==> config.mk <==
export PLATFORM = sky130hd
export DESIGN_NAME = blink_code_gen
export DESIGN_NICKNAME = d
export VERILOG_FILES = /design/src/rtl/blink_code_pkg.sv /design/src/rtl/blink_tick_timer.sv /design/src/rtl/blink_digit_split.sv /design/src/rtl/blink_sequencer.sv /design/src/rtl/blink_code_gen.sv
export SDC_FILE = /design/constraint.sdc
export NUM_CORES = 1
export LEC_CHECK = 0
export BUFFER_PORTS_ARGS = -buffer_cell sky130_fd_sc_hd__buf_2
export CORE_ASPECT_RATIO = 0.7
export CORE_MARGIN = 4
export CORE_UTILIZATION = 45
export DETAILED_ROUTE_END_ITERATION = 6
export PLACE_DENSITY = 0.65
export SLEW_MARGIN = 10
export SYNTH_ARGS = -nofsm -noshare
export SYNTH_HDL_FRONTEND = slang
export SYNTH_SLANG_ARGS = --single-unit
==> constraint.sdc <==
create_clock -name clk -period 31.3 [get_ports clk]
set_clock_uncertainty 0.15 [all_clocks]
set_input_delay 3.13 -clock clk [delete_from_list [all_inputs] [get_ports clk]]
set_output_delay 3.13 -clock clk [all_outputs]
set_load 0.01 [all_outputs]
==> src/rtl/blink_code_pkg.sv <==
package blink_code_pkg;

   // Sequencer phases: one flash mark, the gap after it, the pause after a
   // digit, and the two halves of a framing blink.
   typedef enum logic [2:0] {
      ST_IDLE      = 3'd0,
      ST_MARK      = 3'd1,
      ST_SPACE     = 3'd2,
      ST_DWELL     = 3'd3,
      ST_FRM_DARK  = 3'd4,
      ST_FRM_LIT   = 3'd5
   } blink_state_e;

   function automatic int unsigned max_of2(int unsigned a, int unsigned b);
      return (a > b) ? a : b;
   endfunction

   function automatic int unsigned bits_for(int unsigned n);
      return (n < 2) ? 1 : $clog2(n);
   endfunction

endpackage

==> src/rtl/blink_tick_timer.sv <==
module blink_tick_timer #(
   parameter int unsigned CNT_W = 10
) (
   input  logic             clk,
   input  logic             rst_n,
   input  logic             tick,
   input  logic             load,
   input  logic [CNT_W-1:0] load_val,
   output logic             expired
);

   logic [CNT_W-1:0] cnt_q;

   always_ff @(posedge clk or negedge rst_n) begin
      if (!rst_n) begin
         cnt_q <= '0;
      end else if (load) begin
         cnt_q <= load_val;
      end else if (tick && (cnt_q != '0)) begin
         cnt_q <= cnt_q - 1'b1;
      end
   end

   // A segment loaded with D-1 ends on its D-th tick.
   assign expired = tick && (cnt_q == '0);

   AST_HOLD_NO_TICK: assert property (@(posedge clk) disable iff (!rst_n)
      (!tick && !load) |=> $stable(cnt_q));

   AST_NO_UNDERFLOW: assert property (@(posedge clk) disable iff (!rst_n)
      (!load && cnt_q == '0) |=> (cnt_q == '0));

endmodule

==> src/rtl/blink_digit_split.sv <==
module blink_digit_split #(
   parameter int unsigned CODE_W  = 8,
   parameter int unsigned RADIX   = 5,
   parameter int unsigned N_DIGIT = 3,
   parameter int unsigned DIG_W   = 3
) (
   input  logic [CODE_W-1:0]              code,
   output logic [N_DIGIT-1:0][DIG_W-1:0]  digits
);

   generate
      if (RADIX < 2) begin : g_bad_radix
         $error("blink_digit_split: RADIX must be at least 2");
      end
      if (CODE_W > 31) begin : g_bad_code_w
         $error("blink_digit_split: CODE_W must be below 32");
      end

      for (genvar gi = 0; gi < N_DIGIT; gi++) begin : g_digit
         localparam int unsigned DIVISOR = RADIX ** gi;
         logic [31:0] quo;
         logic [31:0] rem;
         assign quo = 32'(code) / 32'(DIVISOR);
         assign rem = quo % 32'(RADIX);
         assign digits[gi] = DIG_W'(rem);
      end
   endgenerate

endmodule

==> src/rtl/blink_sequencer.sv <==
module blink_sequencer
   import blink_code_pkg::*;
#(
   parameter int unsigned N_DIGIT  = 3,
   parameter int unsigned DIG_W    = 3,
   parameter int unsigned N_REPEAT = 5,
   parameter int unsigned N_BLINK  = 5,
   parameter int unsigned CNT_W    = 10,
   parameter int unsigned T_LONG   = 1000,
   parameter int unsigned T_SHORT  = 100,
   parameter int unsigned T_GAP    = 200,
   parameter int unsigned T_PAUSE  = 700,
   parameter int unsigned T_HALF   = 500
) (
   input  logic                           clk,
   input  logic                           rst_n,
   input  logic                           start,
   input  logic [N_DIGIT-1:0][DIG_W-1:0]  digits,
   input  logic                           seg_done,
   output logic                           load,
   output logic [CNT_W-1:0]               load_val,
   output logic                           busy,
   output logic                           code_led,
   output logic                           fault_led,
   output logic                           reset_req
);

   localparam int unsigned IDX_W = bits_for(N_DIGIT);
   localparam int unsigned REP_W = bits_for(N_REPEAT);
   localparam int unsigned BLK_W = bits_for(N_BLINK);

   localparam logic [IDX_W-1:0] TOP_IDX  = IDX_W'(N_DIGIT - 1);
   localparam logic [REP_W-1:0] LAST_REP = REP_W'(N_REPEAT - 1);
   localparam logic [BLK_W-1:0] LAST_BLK = BLK_W'(N_BLINK - 1);

   // Timer load values are duration minus one.
   localparam logic [CNT_W-1:0] LD_LONG  = CNT_W'(T_LONG - 1);
   localparam logic [CNT_W-1:0] LD_SHORT = CNT_W'(T_SHORT - 1);
   localparam logic [CNT_W-1:0] LD_GAP   = CNT_W'(T_GAP - 1);
   localparam logic [CNT_W-1:0] LD_PAUSE = CNT_W'(T_PAUSE - 1);
   localparam logic [CNT_W-1:0] LD_HALF  = CNT_W'(T_HALF - 1);

   blink_state_e     st_q, st_n;
   logic [IDX_W-1:0] idx_q, idx_n;
   logic [DIG_W-1:0] pls_q, pls_n;
   logic [REP_W-1:0] rep_q, rep_n;
   logic [BLK_W-1:0] blk_q, blk_n;
   logic             rr_q, rr_n;

   logic [DIG_W-1:0] cur_dig;
   logic [DIG_W-1:0] nxt_dig;
   logic [DIG_W-1:0] top_dig;
   logic [IDX_W-1:0] idx_dn;
   logic [DIG_W:0]   pls_inc;
   logic             more_pulses;

   assign idx_dn      = (idx_q == '0) ? '0 : idx_q - 1'b1;
   assign cur_dig     = digits[idx_q];
   assign nxt_dig     = digits[idx_dn];
   assign top_dig     = digits[TOP_IDX];
   assign pls_inc     = {1'b0, pls_q} + {{DIG_W{1'b0}}, 1'b1};
   assign more_pulses = (cur_dig != '0) && (pls_inc < {1'b0, cur_dig});

   function automatic logic [CNT_W-1:0] mark_len(logic [DIG_W-1:0] d);
      return (d == '0) ? LD_LONG : LD_SHORT;
   endfunction

   always_comb begin
      st_n     = st_q;
      idx_n    = idx_q;
      pls_n    = pls_q;
      rep_n    = rep_q;
      blk_n    = blk_q;
      rr_n     = 1'b0;
      load     = 1'b0;
      load_val = '0;
      unique case (st_q)
         ST_IDLE: begin
            if (start) begin
               st_n     = ST_MARK;
               idx_n    = TOP_IDX;
               pls_n    = '0;
               rep_n    = '0;
               load     = 1'b1;
               load_val = mark_len(top_dig);
            end
         end
         ST_MARK: begin
            if (seg_done) begin
               st_n     = ST_SPACE;
               load     = 1'b1;
               load_val = LD_GAP;
            end
         end
         ST_SPACE: begin
            if (seg_done) begin
               load = 1'b1;
               if (more_pulses) begin
                  st_n     = ST_MARK;
                  pls_n    = pls_q + 1'b1;
                  load_val = LD_SHORT;
               end else begin
                  st_n     = ST_DWELL;
                  load_val = LD_PAUSE;
               end
            end
         end
         ST_DWELL: begin
            if (seg_done) begin
               load = 1'b1;
               if (idx_q != '0) begin
                  st_n     = ST_MARK;
                  idx_n    = idx_dn;
                  pls_n    = '0;
                  load_val = mark_len(nxt_dig);
               end else begin
                  st_n     = ST_FRM_DARK;
                  blk_n    = '0;
                  load_val = LD_HALF;
               end
            end
         end
         ST_FRM_DARK: begin
            if (seg_done) begin
               st_n     = ST_FRM_LIT;
               load     = 1'b1;
               load_val = LD_HALF;
            end
         end
         ST_FRM_LIT: begin
            if (seg_done) begin
               if (blk_q != LAST_BLK) begin
                  st_n     = ST_FRM_DARK;
                  blk_n    = blk_q + 1'b1;
                  load     = 1'b1;
                  load_val = LD_HALF;
               end else if (rep_q != LAST_REP) begin
                  st_n     = ST_MARK;
                  rep_n    = rep_q + 1'b1;
                  idx_n    = TOP_IDX;
                  pls_n    = '0;
                  load     = 1'b1;
                  load_val = mark_len(top_dig);
               end else begin
                  st_n = ST_IDLE;
                  rr_n = 1'b1;
               end
            end
         end
         default: st_n = ST_IDLE;
      endcase
   end

   always_ff @(posedge clk or negedge rst_n) begin
      if (!rst_n) begin
         st_q  <= ST_IDLE;
         idx_q <= '0;
         pls_q <= '0;
         rep_q <= '0;
         blk_q <= '0;
         rr_q  <= 1'b0;
      end else begin
         st_q  <= st_n;
         idx_q <= idx_n;
         pls_q <= pls_n;
         rep_q <= rep_n;
         blk_q <= blk_n;
         rr_q  <= rr_n;
      end
   end

   assign busy      = (st_q != ST_IDLE);
   assign code_led  = (st_q == ST_MARK);
   assign fault_led = (st_q == ST_MARK) || (st_q == ST_SPACE) ||
                      (st_q == ST_DWELL) || (st_q == ST_FRM_LIT);
   assign reset_req = rr_q;

   AST_REQ_SINGLE: assert property (@(posedge clk) disable iff (!rst_n)
      reset_req |=> !reset_req);

   AST_REQ_AFTER_FRAME: assert property (@(posedge clk) disable iff (!rst_n)
      $rose(reset_req) |-> ($past(st_q) == ST_FRM_LIT) && !busy);

   AST_PULSE_BOUND: assert property (@(posedge clk) disable iff (!rst_n)
      (st_q == ST_MARK && cur_dig != '0) |-> ({1'b0, pls_q} < {1'b0, cur_dig}));

   AST_FRAME_DARK_CODE: assert property (@(posedge clk) disable iff (!rst_n)
      (st_q == ST_FRM_DARK || st_q == ST_FRM_LIT) |-> !code_led);

endmodule

==> src/rtl/blink_code_gen.sv <==
module blink_code_gen
   import blink_code_pkg::*;
#(
   parameter int unsigned STAT_W   = 16,
   parameter int unsigned CODE_W   = 8,
   parameter int unsigned RADIX    = 5,
   parameter int unsigned N_DIGIT  = 3,
   parameter int unsigned N_REPEAT = 5,
   parameter int unsigned N_BLINK  = 5,
   parameter int unsigned T_LONG   = 1000,
   parameter int unsigned T_SHORT  = 100,
   parameter int unsigned T_GAP    = 200,
   parameter int unsigned T_PAUSE  = 700,
   parameter int unsigned T_HALF   = 500
) (
   input  logic                     clk,
   input  logic                     rst_n,
   input  logic                     tick,
   input  logic                     status_vld,
   input  logic signed [STAT_W-1:0] status_val,
   output logic                     code_led,
   output logic                     fault_led,
   output logic                     reset_req
);

   localparam int unsigned DIG_W   = bits_for(RADIX);
   localparam int unsigned DUR_MAX = max_of2(max_of2(max_of2(T_LONG, T_SHORT),
                                              max_of2(T_GAP, T_PAUSE)), T_HALF);
   localparam int unsigned CNT_W   = bits_for(DUR_MAX);

   generate
      if (T_LONG < 1 || T_SHORT < 1 || T_GAP < 1 || T_PAUSE < 1 || T_HALF < 1)
      begin : g_bad_dur
         $error("blink_code_gen: every duration must be at least one tick");
      end
      if (N_DIGIT < 1 || N_REPEAT < 1 || N_BLINK < 1) begin : g_bad_count
         $error("blink_code_gen: digit, repeat and blink counts must be positive");
      end
      if (CODE_W > STAT_W || STAT_W < 2) begin : g_bad_width
         $error("blink_code_gen: CODE_W must not exceed STAT_W");
      end
   endgenerate

   logic [CODE_W-1:0]              code_q;
   logic [CODE_W-1:0]              code_nxt;
   logic [N_DIGIT-1:0][DIG_W-1:0]  digits;
   logic                           busy;
   logic                           accept;
   logic                           is_pos;
   logic                           is_big_neg;
   logic                           start;
   logic                           seg_done;
   logic                           tmr_load;
   logic [CNT_W-1:0]               tmr_val;

   assign accept     = status_vld && !busy;
   assign is_pos     = (status_val > 0);
   assign is_big_neg = (status_val < -1);
   assign start      = accept && !is_pos;

   always_comb begin
      code_nxt = code_q;
      if (accept && is_pos) begin
         code_nxt = CODE_W'(status_val);
      end else if (accept && is_big_neg) begin
         code_nxt = CODE_W'(-status_val);
      end
   end

   always_ff @(posedge clk or negedge rst_n) begin
      if (!rst_n) begin
         code_q <= '0;
      end else begin
         code_q <= code_nxt;
      end
   end

   // Digits follow the next code so a fresh negative status shows at once.
   blink_digit_split #(
      .CODE_W  (CODE_W),
      .RADIX   (RADIX),
      .N_DIGIT (N_DIGIT),
      .DIG_W   (DIG_W)
   ) u_split (
      .code   (code_nxt),
      .digits (digits)
   );

   blink_tick_timer #(
      .CNT_W (CNT_W)
   ) u_timer (
      .clk      (clk),
      .rst_n    (rst_n),
      .tick     (tick),
      .load     (tmr_load),
      .load_val (tmr_val),
      .expired  (seg_done)
   );

   blink_sequencer #(
      .N_DIGIT  (N_DIGIT),
      .DIG_W    (DIG_W),
      .N_REPEAT (N_REPEAT),
      .N_BLINK  (N_BLINK),
      .CNT_W    (CNT_W),
      .T_LONG   (T_LONG),
      .T_SHORT  (T_SHORT),
      .T_GAP    (T_GAP),
      .T_PAUSE  (T_PAUSE),
      .T_HALF   (T_HALF)
   ) u_seq (
      .clk       (clk),
      .rst_n     (rst_n),
      .start     (start),
      .digits    (digits),
      .seg_done  (seg_done),
      .load      (tmr_load),
      .load_val  (tmr_val),
      .busy      (busy),
      .code_led  (code_led),
      .fault_led (fault_led),
      .reset_req (reset_req)
   );

   AST_CODE_FROZEN: assert property (@(posedge clk) disable iff (!rst_n)
      busy |=> $stable(code_q));

   AST_POS_SILENT: assert property (@(posedge clk) disable iff (!rst_n)
      (status_vld && !busy && status_val > 0) |=> !busy && !code_led);

   AST_NEG_STARTS: assert property (@(posedge clk) disable iff (!rst_n)
      (status_vld && !busy && status_val <= 0) |=> busy && fault_led);

endmodule

Yosys cells after proc, flatten, opt, wreduce, memory -nomap -nowiden
Cells that the tools add are included.
{"block": "totals", "ff_bits": 33, "word_cells": 144}
{"block": "classes", "n_addsub": 7, "div": 5, "n_lt_le_gt_ge": 5, "eq_ne": 19, "n_mux": 68, "reduce_logical": 32}
{"operator": "$mux 10", "n": 12}
{"operator": "$mux 3", "n": 25}
{"operator": "$mod 32x3->32 const B", "n": 2}
{"operator": "$pmux 10 s6", "n": 1}
{"operator": "$div 8x3->32 const B", "n": 1}
{"operator": "$div 8x5->32 const B", "n": 1}
{"operator": "$mod 8x3->32 const B", "n": 1}
{"operator": "$mux 8", "n": 3}
{"operator": "$pmux 3 s6", "n": 1}
{"operator": "$gt 16x1->1 const B", "n": 1}
{"operator": "$lt 16x1->1 const B", "n": 1}
{"operator": "$mux 2", "n": 8}
{"operator": "$ne 2x2->1 const B", "n": 7}
{"operator": "$bmux 3 s2", "n": 2}
{"operator": "$pmux 3 s2", "n": 2}
{"operator": "$pmux 3 s4", "n": 1}
{"operator": "$logic_not 10->1", "n": 1}
{"operator": "$mux 1", "n": 10}
{"operator": "$ne 2x1->1 const B", "n": 5}
{"operator": "$reduce_and 5->1", "n": 2}
{"operator": "$reduce_bool 10->1", "n": 1}
{"operator": "$sub 10x1->10 const B", "n": 1}
{"operator": "$add 3x1->3 const B", "n": 3}
{"operator": "$logic_not 3->1", "n": 3}
{"operator": "other kinds (23)", "n": 41}

Depth between registers and ports, before layout
Gate-level depths: netlist of run 1.
{"block": "depth", "depth_word": 16, "mapped_depth": 59, "mapped_depth_nobuf": 55}

By module
From an unflattened synthesis of run 1, not the netlist that was laid out.
{"block": "unflattened", "cells_unflattened": 779, "hier_area_um2": 5696.7}
{"module": "blink_digit_split", "n_inst": 1, "cells_per_inst": 479, "area_per_inst_um2": 3124.2, "seq_area_each_um2": 0.0}
{"module": "blink_sequencer", "n_inst": 1, "cells_per_inst": 157, "area_per_inst_um2": 1288.7, "seq_area_each_um2": 375.4}
{"module": "blink_tick_timer", "n_inst": 1, "cells_per_inst": 72, "area_per_inst_um2": 670.6, "seq_area_each_um2": 250.2}
{"module": "blink_code_gen", "n_inst": 1, "cells_per_inst": 71, "area_per_inst_um2": 613.1, "seq_area_each_um2": 200.2}

Least setup slack after synthesis of run 1
Ideal clock, no wire load.
{"block": "synth_path", "kind": "input to register", "start": "in status_vld", "end": "reg u_seq.pls_q[0]", "arrival_ns": 13.666, "required_time_ns": 31.025, "setup_slack_ns": 17.359, "stages": 56, "n_path_buf": 4, "path_cell_list": "or4b_1 buf_2 nor2_2 a21oi_1 o31ai_4 nand2_1 inv_1 buf_1 ha_1 nand2b_1 clkbuf_1 a21oi_1 a32oi_1 o211ai_2 a2bb2oi_1 and3_1 nor2_1 ha_1 [20 not listed] a211oi_1 nand3_1 xnor2_1 ha_1 nand2b_1 nand2_1 a31oi_1 a21oi_1 ha_1 nor2b_1 o21ai_0 and2_1 clkbuf_1 a21oi_1 or3_1 a21oi_1 o31a_1 mux2i_1"}
{"block": "synth_between", "elab_chain_len": 12, "elab_cells_between_ends": 19, "cone_classes": "div (5); order compare (1); eq/ne (2); mux (4); reduce/logical (7)"}
{"element": "from (decl)", "line": "blink_code_gen.sv:19", "text": "input logic status_vld,"}
{"element": "$logic_and 1x1->1 *", "line": "blink_code_gen.sv:56", "text": "assign accept = status_vld && !busy;"}
{"element": "$logic_and 1x1->1", "line": "blink_code_gen.sv:65", "text": "end else if (accept && is_big_neg) begin"}
{"element": "$mux 8", "line": "blink_code_gen.sv:65"}
{"element": "$mux 8 *", "line": "blink_code_gen.sv:63", "text": "if (accept && is_pos) begin"}
{"element": "named net code_nxt[7]", "line": "blink_code_gen.sv:45", "text": "logic [CODE_W-1:0] code_nxt;"}
{"element": "$div 8x3->32 / $div 8x5->32 (equally long branches)", "line": "blink_digit_split.sv:23", "text": "assign quo = 32'(code) / 32'(DIVISOR);"}
{"element": "$mod 32x3->32", "line": "blink_digit_split.sv:24", "text": "assign rem = quo % 32'(RADIX);"}
{"element": "$bmux 3 s2 *", "line": "blink_sequencer.sv:58", "text": "assign cur_dig = digits[idx_q];"}
{"element": "$mux 3 (implied by the code) *", "line": "blink_sequencer.sv:58"}
{"element": "$lt 4x3->1 / $reduce_bool 3->1 (equally long branches)", "line": "blink_sequencer.sv:62", "text": "assign more_pulses = (cur_dig != '0) && (pls_inc < {1'b0, cur_dig});"}
{"element": "$logic_and 1x1->1 *", "line": "blink_sequencer.sv:62"}
{"element": "$ne 2x1->1 (no line) *"}
{"element": "$reduce_and 9->1 (no line) *"}
{"element": "to (signal assigned)", "line": "blink_sequencer.sv:165", "text": "pls_q <= pls_n;"}
{"element": "to (decl)", "line": "blink_sequencer.sv:45", "text": "logic [DIG_W-1:0] pls_q, pls_n;"}
Mark *: on every way through the listed nets, which the timed path passes. The rest lies on a longest branch. The select of a mux whose other input is x is not followed.
A chain may end at the register's enable or synchronous reset.

Worst setup path after layout of run 1
{"block": "layout_path", "start": "in status_val[0]", "end": "reg u_seq.pls_q[0]"}
{"block": "layout_between", "elab_chain_len": 12, "elab_cells_between_ends": 22, "cone_classes": "add/sub (1); div (5); order compare (3); eq/ne (2); mux (4); reduce/logical (7)"}
{"element": "from (decl)", "line": "blink_code_gen.sv:20", "text": "input logic signed [STAT_W-1:0] status_val,"}
{"element": "$lt 16x1->1", "line": "blink_code_gen.sv:58", "text": "assign is_big_neg = (status_val < -1);"}
{"element": "$logic_and 1x1->1", "line": "blink_code_gen.sv:65"}
{"element": "$mux 8", "line": "blink_code_gen.sv:65"}
{"element": "$mux 8", "line": "blink_code_gen.sv:63"}
{"element": "$div 8x3->32 / $div 8x5->32 (equally long branches)", "line": "blink_digit_split.sv:23"}
{"element": "$mod 32x3->32", "line": "blink_digit_split.sv:24"}
{"element": "$bmux 3 s2", "line": "blink_sequencer.sv:58"}
{"element": "$mux 3 (implied by the code)", "line": "blink_sequencer.sv:58"}
{"element": "$lt 4x3->1 / $reduce_bool 3->1 (equally long branches)", "line": "blink_sequencer.sv:62"}
{"element": "$logic_and 1x1->1", "line": "blink_sequencer.sv:62"}
{"element": "$ne 2x1->1 (no line)"}
{"element": "$reduce_and 9->1 (no line) *"}
Mark *: on every way between the ends. The rest lies on a longest branch, timed or not. The select of a mux whose other input is x is not followed.

==> qor.txt, run 1 <==
===============================================================================
Result of the run                                                  finished clean
Root buffer cell                                                      clkbuf_16
Maximum fanout along the worst path                                          16
RePlAce Congestion                                                       0.9925
Fraction of the yosys area taken by sequential cells                     14.35%
Total nets after synthesis                                                  871
Endpoint kind of the worst setup timing path                               flop
Total wirelength of the detailed-routed design                         17.73 mm
Logic depth of the worst register-to-register path                           51
Warning count from the yosys run                                              0
Yosys reg bits                                                               33
Placement-stage worst setup slack                                     15,230 ps
Async set-reset flop share out of synthesis                              100.0%
Hold Path Stages                                                              2
Average instance area after synthesis                                 7.027 um2
Critical path class                                                input port to flop
Cell type with the highest occurrence count on the critical path           ha_1
Final-report max-slew violation count                                         0
Maximum number of pins on one net before global-route repair                 34
Horizontal extent of the die                                           143.2 um
Count of standard-cell rows                                                  34
Delay contributed by the slowest stage of the critical path              660 ps
Number of iterations in the first detailed-routing pass                       5
Clock-pin transition on the worst setup and hold timing paths             50 ps
Via/cell ratio                                                            6.703
Fin Setup TNS                                                              0 ps
Resized Gates After CTS                                                       0
Worst endpoint data arrival time                                      16,240 ps
Hold path startpoint                                               u_seq.blk_q[1]
Count of endpoints failing hold in the final timing report                    0
Final cycle utilization of the critical path                             51.87%
Wl on met1                                                             8.420 mm
Routed Antenna Nets                                                           0
Reported max-cap violation count                                              0
Top post-synthesis cells by area                                   dfrtp_1 14%, ha_1 7.0%, nand2_1 6.1%
P&R area growth vs syn                                                   6.196%
Clock latency on the worst-skew pair                                     270 ps
Via count of the first global-routing pass                                5,955
Critical path origin                                               status_val[0]
Top-Level Pins                                                               23
Synth cell types                                                             94
DRC violation count after routing                                             0
Hold EP                                                            u_seq.blk_q[1]
RSZ-0062 raised after global routing                                      false
Max_slew headroom                                                        39.66%
Total global routing overflow                                                 0
Placed Cells                                                                973
Worst setup slack after layout                                        15,060 ps
Cells after synthesis                                                       819
Commonest register cell after synthesis                                 dfrtp_1
Synth Cell Area                                                        5756 um2
Max H-tree Level                                                              2
Req. time, crit path                                                  31,310 ps
Worst hold path type                                               flop to flop
TritonCTS sink count                                                         33
Maximum clock rate                                                    61.59 MHz
Clock tree from TritonCTS                                                   yes
Clock Path Buffers                                                            2
Tmin final                                                            16,240 ps
Startpoint class of the critical path                                input port
Routed length per instance                                             18.07 um
Non-filler cells, final                                                     981
Die area                                                             14,690 um2
Routed vias                                                               6,576
DRT iter0 DRCs                                                              693
Area of the core                                                     12,460 um2
Floorplan die height                                                   102.6 um
First-pass GRT wire length                                             29.70 mm
Overall routing resource usage                                           24.04%
Number of flops mapped to enable cells by yosys                               0
Sum of net half-perimeters after detailed placement                    13.50 mm
Number of antenna repair diodes                                               0
Effective utilization at floorplan                                       46.18%
Antenna violations before repair                                              0
Number of port buffers                                                       22
Met3 Wirelength                                                        1.644 mm
Slowest stage cell, crit path                                            nor3_2
Transition time at the pin with the least slew margin                  905.1 ps
Highest routed metal layer                                                 met4
WL met2                                                                7.381 mm
Largest area contributor in the netlist                                 dfrtp_1
Post-CTS setup buffer count                                                   0
NumNets Final                                                               870
Register-to-register setup slack                                      17,160 ps
Number of CTS-inserted buffers                                                5
Capture instance of the worst register-to-register path            u_seq.pls_q[0]
Share of post-route cells with drive strength above 1                    10.01%
Area share of the largest cell type after synthesis                      14.35%
Number of buffers added to fix hold violations after cts                      0
Setup violations, final                                                       0
Origin of the critical flop-to-flop path                           u_seq.st_q[0]
===============================================================================
synth_stat cells (12+ instances only):
master,number
nor2_1,87
a21oi_1,57
nand3_1,32
a211oi_1,12
o21ai_0,53
nand2_1,93
xnor2_1,13
nor3_1,28
inv_1,39
ha_1,32
o21ai_1,15
or3_1,13
o211ai_1,12
a31oi_1,19
clkbuf_1,24
dfrtp_1,33
cells in the final DEF (no fill, tap or decap), types with 19 or more instances in the layout:
master,n
inv_1,39
nand3_1,32
nor2_1,87
a31oi_1,19
a21oi_1,57
nor3_1,28
dfrtp_1,33
ha_1,32
o21ai_0,53
nand2_1,93
buf_2,22
how the worst max path moves through the flow:
stage | slack, ps | cells after the start | to
after floorplan | 17360 | 56 | u_seq.pls_q[0]
after global placement | 15740 | 53 | u_seq.pls_q[0]
after detailed placement | 15230 | 52 | u_seq.pls_q[0]
after CTS | 15450 | 52 | u_seq.pls_q[0]
after global routing | 13940 | 56 | u_seq.pls_q[2]
final | 15060 | 55 | u_seq.pls_q[0]
sequential cells by signal (all words and copies together), names as in the netlist:
signal and cells:
u_seq.rep_q 3, u_seq.st_q 3, u_timer.cnt_q 10, code_q 8, u_seq.idx_q 2, u_seq.blk_q 3
u_seq.reset_req 1, u_seq.pls_q 3
worst max-delay path: cells and delay by family:
kind / cells / cell delay, ps
buf+inv: 5 / 770
mux: 1 / 90
compound gates: 21 / 4770
simple gates: 17 / 4320
fa+ha+maj: 8 / 2250
xor+xnor: 3 / 860
layer usage:
layer / vias to the layer above / track usage, %
li1: 3114 / -
met1: 3062 / 35.13
met2: 365 / 36.90
met3: 35 / 4.636
met4: 0 / 5.113
met5: - / 0
logic make-up (layout without fill, tap and decap cells):
logic type / count (synthesis) / count (layout) / synth area share, %
buffers and inverters: 79 / 79 / 5.630
adder cells (fa/ha/maj): 34 / 34 / 7.304
XOR/XNOR: 19 / 19 / 2.891
multiplexers: 13 / 13 / 2.348
AO/OA/AOI/OAI: 309 / 309 / 38.83
flip-flops: 33 / 33 / 14.35
AND/OR/NAND/NOR: 332 / 332 / 28.65
metrics by stage:
stage	hold WS, ps	area (um2)	util [%]
after floorplan	325.3	5756	-
after global placement	359.0	5939	47.65
after detailed placement	376.9	5939	47.65
after CTS	386.6	6112	49.04
after global routing	423.4	6112	49.04
final	377.3	6112	49.04
final cells by class:
class / count / area (um2)
Clock inverter: 1 / 30.03
Tap cell: 162 / 202.7
Sequential cell: 33 / 825.8
Inverter: 46 / 172.7
Fill cell: 1223 / 6352
Timing Repair Buffer: 25 / 132.6
Multi-Input combinational cell: 707 / 4606
Clock buffer: 7 / 142.6
Power of run 1 is left out: the tool's default activity adds up to more than one toggle a clock period on the data nets, which glitch-free logic cannot reach.
==> run 2: changes to the inputs <==
ABC_AREA = 1   (was not set)
clock period = 16 ns   (was 31.3 ns; I/O delays follow)
==> qor.txt, run 2 <==
===============================================================================
Clock Path Buffers                                                            2   unchanged
Clock tree from TritonCTS                                                   yes
RSZ-0062 raised after global routing                                      false
Most utilized layer in the global route result                             met1
Fin Setup TNS                                                              0 ps   unchanged
Total wirelength of the detailed-routed design                         12.28 mm   -31%
Total global routing overflow                                                 0   unchanged
List of most frequent post-synthesis cells                         261 x nand2_1, 126 x inv_1, 97 x nor2_1
Share of post-route cells with drive strength above 1                    13.97%   +4.0 points
Routed vias                                                               5,309   -19%
Critical path class                                                input port to flop
Top post-synthesis cells by area                                   nand2_1 19%, dfrtp_1 16%, inv_1 9.0%
Area share of the largest cell type after synthesis                      18.56%   +4.2 points
Number of port buffers                                                       22   unchanged
Effective utilization at floorplan                                       46.91%   +0.73 points
Most common cell after layout, fill and taps aside                      nand2_1
Req. time, crit path                                                  16,020 ps   -15,290 ps
Result of the run                                                  finished clean
Max_slew headroom                                                        38.06%   -1.6 points
Floorplan die height                                                   98.61 um   -3.9%
Placement-stage worst setup slack                                       5391 ps   -9843 ps
Worst endpoint data arrival time                                      10,350 ps   -5890 ps
Count of standard-cell rows                                                  32   -5.9%
Via/cell ratio                                                            4.999   -25%
Endpoint kind of the worst setup timing path                               flop
Tmin final                                                            10,330 ps
Root buffer cell                                                      clkbuf_16
Worst Hold Margin                                                      375.6 ps   -1.754 ps
Slowest stage cell, crit path                                           a21oi_4
DRC violation count after routing                                             0   unchanged
Clock-pin transition on the worst setup and hold timing paths             60 ps   about the same
Transition time at the pin with the least slew margin                  920.6 ps   +15.48 ps
Met1 global-route usage                                                  31.56%   -3.6 points
Warning count from the yosys run                                              0   unchanged
First-pass GRT wire length                                             21.65 mm   -27%
Register with the highest flop count                               u_timer.cnt_q
Post-CTS setup buffer count                                                   0   unchanged
Resized Gates After CTS                                                       0   unchanged
TritonCTS sink count                                                         33   unchanged
Overall routing resource usage                                           18.67%   -5.4 points
DRT iter0 DRCs                                                              461   -33%
RePlAce Congestion                                                       0.8541   -14%
Number of iterations in the first detailed-routing pass                       6   +1
Finished layout cell area                                              5714 um2   -6.5%
Worst hold path type                                               flop to flop
Routed Antenna Nets                                                           0   unchanged
Delay contributed by the slowest stage of the critical path              310 ps   -350 ps
Final-report max-slew violation count                                         0   unchanged
Average instance area after synthesis                                 5.977 um2   -15%
Fraction of the yosys area taken by sequential cells                     15.65%   +1.3 points
Commonest register cell after synthesis                                 dfrtp_1
Maximum number of pins on one net before global-route repair                 34   unchanged
Yosys reg bits                                                               33   unchanged
Startpoint class of the critical path                                input port
Synth Cell Area                                                        5278 um2   -8.3%
Total nets after synthesis                                                  935   +7.3%
P&R area growth vs syn                                                   8.274%
Number of CTS-inserted buffers                                                5   unchanged
DP Area                                                                5542 um2   -6.7%
Via count of the first global-routing pass                                4,677   -21%
Final cycle utilization of the critical path                             64.58%
Antenna violations before repair                                              0   unchanged
Async set-reset flop share out of synthesis                              100.0%   unchanged
Largest area contributor in the netlist                                 nand2_1
Met3 global-route usage                                                  3.010%   -1.6 points
Maximum fanout along the worst path                                          17   +1
Largest registers ranked by flip-flop count                        u_timer.cnt_q (10), code_q (8)
Clock latency on the worst-skew pair                                     280 ps   about the same
Cell type with the highest occurrence count on the critical path        nand2_1
Number of flops mapped to enable cells by yosys                               0   unchanged
Routed length per instance                                             11.56 um   -36%
Top-Level Pins                                                               23   unchanged
Max H-tree Level                                                              2   unchanged
Maximum clock rate                                                    96.78 MHz
Setup violations, final                                                       0   unchanged
Area of the core                                                     11,250 um2   -9.7%
Leading cell types in the layout, fill and taps excluded           261 x nand2_1, 126 x inv_1, 97 x nor2_1
Sum of net half-perimeters after detailed placement                    10.05 mm   -26%
Flip-flop count of the largest register after layout                         10   unchanged
Synth cell types                                                             53   -44%
Die area                                                             13,550 um2   -7.8%
Count of endpoints failing hold in the final timing report                    0   unchanged
Met2 Resource Use GR                                                     25.04%   -12 points
Filler cell count                                                         1,217   -0.49%
Number of antenna repair diodes                                               0   unchanged
Horizontal extent of the die                                           137.4 um   -4.0%
Cells after synthesis                                                       883   +7.8%
Reported max-cap violation count                                              0   unchanged
Most numerous cell in the Yosys netlist                                 nand2_1
Worst setup slack after layout                                          5668 ps   -9396 ps
NumNets Final                                                               960   +10%
Number of buffers added to fix hold violations after cts                      0   unchanged
===============================================================================
==> run 2: cell count changes in the layout (fill, tap and decap cells not counted), moves of 13 or more <==
cell	before	now
a21oi_1	57	21
a31oi_1	19	3
inv_1	39	126
nand2_1	93	261
nand2_2	0	28
nand3_1	32	75
nand3_2	0	13
nor3_1	28	7
or3_1	13	0
xor2_1	6	20
==> run 2: path summary, 6_finish.rpt <==
path | depth (start not counted) | slack (ps) | end | from
setup / recovery | 69 | 5670 | u_seq.pls_q[2] | status_val[0]
hold / removal | 2 | 380 | u_seq.blk_q[1] | u_seq.blk_q[1]
setup reg to reg | 67 | 6860 | u_seq.pls_q[2] | u_seq.st_q[1]
hold reg to reg | 2 | 380 | u_seq.blk_q[1] | u_seq.blk_q[1]
max in group asynchronous | 1 | 13960 | code_q[6] | rst_n
min in group asynchronous | 1 | 1240 | u_seq.pls_q[2] | rst_n
==> run 2: final cells by class <==
class | count | area [um2] | share of cell area [%]
multi-input combinational | 705 | 3880 | 67.90
clock inverter | 1 | 30.03 | 0.5255
sequential | 33 | 825.8 | 14.45
inverter | 140 | 526.8 | 9.218
clock buffer | 7 | 142.6 | 2.496
tap | 153 | 191.4 | 3.350
timing repair buffer | 23 | 117.6 | 2.058
==> run 2: metrics by stage <==
stage	utilization, %	instances
after detailed placement	49.25	1054
final	50.79	1062
after global placement	49.25	1054
after CTS	50.79	1062
after global routing	50.79	1062
after floorplan	-	883
==> run 2: cell families (layout without fill, tap and decap cells) <==
family	after synthesis	after routing	share of synthesized area, %
buffers and inverters	145	171	10.83
muxes	1	1	0.1897
adders and majority gates	32	32	7.586
xor gates and xnor gates	26	26	4.315
and+or+nand+nor	541	541	49.53
DFF	33	33	15.65
AOI/OAI and AO/OA	105	105	11.90
==> run 2: worst max-delay path, delay by kind of cell <==
family                     cells  cell delay [ps]
buffers and inverters          7              560
xor gates and xnor gates       2              540
AOI/OAI and AO/OA              5              860
and+or+nand+nor               47             5050
adders and majority gates      8             1720
==> run 2: layer usage <==
layer  wire, um  vias up  part of all wire, %
li1           -     2882                    -
met4         53        0                 0.43
met2       4696      104                   38
met1       7061     2315                   57
met3        469        8                  3.8
met5          0        -                    0
Power of run 2 is left out for the same reason.
==> run 3: changes to the inputs <==
clock period = 10.6 ns   (was 16 ns; I/O delays follow)
==> qor.txt, run 3 (synthesis gave the netlist of run 2 again) <==
===============================================================================
Area of the core                                                     11,250 um2   unchanged
Delay contributed by the slowest stage of the critical path              280 ps   -30 ps
Routed length per instance                                             11.62 um   +0.49%
RSZ-0062 raised after global routing                                      false
Total global routing overflow                                                 0   unchanged
Number of port buffers                                                       22   unchanged
Count of endpoints failing hold in the final timing report                    0   unchanged
Die area                                                             13,550 um2   unchanged
Setup violations, final                                                       0   unchanged
Most common cell after layout, fill and taps aside                      nand2_1
Clock tree from TritonCTS                                                   yes
Max_slew headroom                                                        37.09%   -0.96 points
Horizontal extent of the die                                           137.4 um   unchanged
Maximum number of pins on one net before global-route repair                 34   unchanged
DRT iter0 DRCs                                                              399   -13%
Cell type with the highest occurrence count on the critical path        nand2_1
Critical path class                                                input port to flop
Routed Antenna Nets                                                           0   unchanged
Routed vias                                                               5,391   +1.5%
Clock-pin transition on the worst setup and hold timing paths             50 ps   about the same
Register-to-register setup slack                                        1630 ps   -5230 ps
Met3 global-route usage                                                  3.316%   +0.31 points
First-pass GRT wire length                                             21.60 mm   -0.23%
Count of standard-cell rows                                                  32   unchanged
Number of buffers added to fix hold violations after cts                      0   unchanged
Register with the highest flop count                               u_timer.cnt_q
P&R area growth vs syn                                                   9.768%
Worst hold path type                                               flop to flop
Transition time at the pin with the least slew margin                  933.7 ps   +13.09 ps
Reported max-cap violation count                                              0   unchanged
Number of iterations in the first detailed-routing pass                       5   -1
Buffers & Inverters on Critical Path                                          7   unchanged
Leading cell types in the layout, fill and taps excluded           261 x nand2_1, 126 x inv_1, 97 x nor2_1
Root buffer cell                                                      clkbuf_16
Maximum fanout along the worst path                                          14   -3
Flip-flop count of the largest register after layout                         10   unchanged
Req. time, crit path                                                  10,620 ps   -5400 ps
RePlAce Congestion                                                       0.8682   +1.7%
Via count of the first global-routing pass                                4,662   -0.32%
Share of post-route cells with drive strength above 1                    14.96%   +0.98 points
Final cycle utilization of the critical path                             90.38%
Slowest stage cell, crit path                                              ha_1
Most utilized layer in the global route result                             met1
Tmin final                                                              9580 ps
Antenna violations before repair                                              0   unchanged
Placed Cells                                                              1,053   -0.095%
Number of antenna repair diodes                                               0   unchanged
FF/Latch Area                                                         825.8 um2   unchanged
Met2 Resource Use GR                                                     24.96%   -0.075 points
Final-report max-slew violation count                                         0   unchanged
Top-Level Pins                                                               23   unchanged
Utilization after layout                                                 51.49%   +0.70 points
Via/cell ratio                                                            5.043   +0.88%
Max H-tree Level                                                              2   unchanged
Number of CTS-inserted buffers                                                5   unchanged
Crit path max-delay family                                         simple AND/OR/NAND/NOR gates
Effective utilization at floorplan                                       46.91%   unchanged
Met1 global-route usage                                                  31.41%   -0.16 points
TritonCTS sink count                                                         33   unchanged
Maximum clock rate                                                    104.4 MHz
Endpoint kind of the worst setup timing path                               flop
Total wirelength of the detailed-routed design                         12.42 mm   +1.2%
Area of combinational cells with multiple inputs                       3906 um2   +0.68%
Startpoint class of the critical path                                input port
Sum of net half-perimeters after detailed placement                    9.989 mm   -0.58%
Clock latency on the worst-skew pair                                     280 ps   about the same
DRC violation count after routing                                             0   unchanged
Clock Path Buffers                                                            2   unchanged
Overall routing resource usage                                           18.67%   unchanged
Fin Setup TNS                                                              0 ps   unchanged
Filler cell count                                                         1,148   -5.7%
Floorplan die height                                                   98.61 um   unchanged
Worst endpoint data arrival time                                        9600 ps   -750 ps
Non-filler cells, final                                                   1,069   +0.66%
NumNets Final                                                               967   +0.73%
Result of the run                                                  finished clean
Largest registers ranked by flip-flop count                        u_timer.cnt_q (10), code_q (8)
===============================================================================
-- run 3: cell types whose count changed in the layout (fill, tap and decap cells not counted), sizes merged --
cell  previous run  this run
buf             23        30
-- run 3: worst paths after layout --
check | startpoint | cells past startpoint | endpoint
max | status_val[0] | 70 | u_seq.pls_q[1]
min | u_seq.pls_q[1] | 2 | u_seq.pls_q[1]
max reg2reg | u_seq.st_q[1] | 69 | u_seq.pls_q[1]
min reg2reg | u_seq.pls_q[1] | 2 | u_seq.pls_q[1]
max in group asynchronous | rst_n | 1 | u_seq.blk_q[1]
min in group asynchronous | rst_n | 1 | u_seq.pls_q[2]
-- run 3: final cells by class --
class / count / share of cell area (%)
sequential: 33 / 14.25
inverter: 140 / 9.093
clock buffer: 7 / 2.462
timing repair buffer: 30 / 2.937
tap: 153 / 3.305
multi-input combinational: 705 / 67.43
clock inverter: 1 / 0.5184
-- run 3: repair_timing --
item,in CTS,in global routing
endpoints found under the hold margin,0,0
gates resized for setup,0,4
endpoints found under the setup margin,0,9
buffers inserted,0,8
-- run 3: worst min-delay path: cells and delay by family (launching register included) --
family	cells	cell delay, ps
and+or+nand+nor	2	120
DFF	1	380
-- run 3: per-layer routing --
metal	up-vias	share of wire, %
met5	-	0
met4	0	0.15
met3	4	4.7
met2	122	38
met1	2361	57
li1	2904	-
-- run 3: through the flow --
stage | hold WS (ps) | worst slack (ps) | cell area, um2
CTS | 364.2 | 851.5 | 5707
global placement | 360.9 | 722.9 | 5534
finish | 369.7 | 1020 | 5793
floorplan | 312.9 | 1709 | 5278
detailed placement | 347.6 | 553.2 | 5534
global route | 379.9 | 4.191 | 5793
Power of run 3 is left out for the same reason.
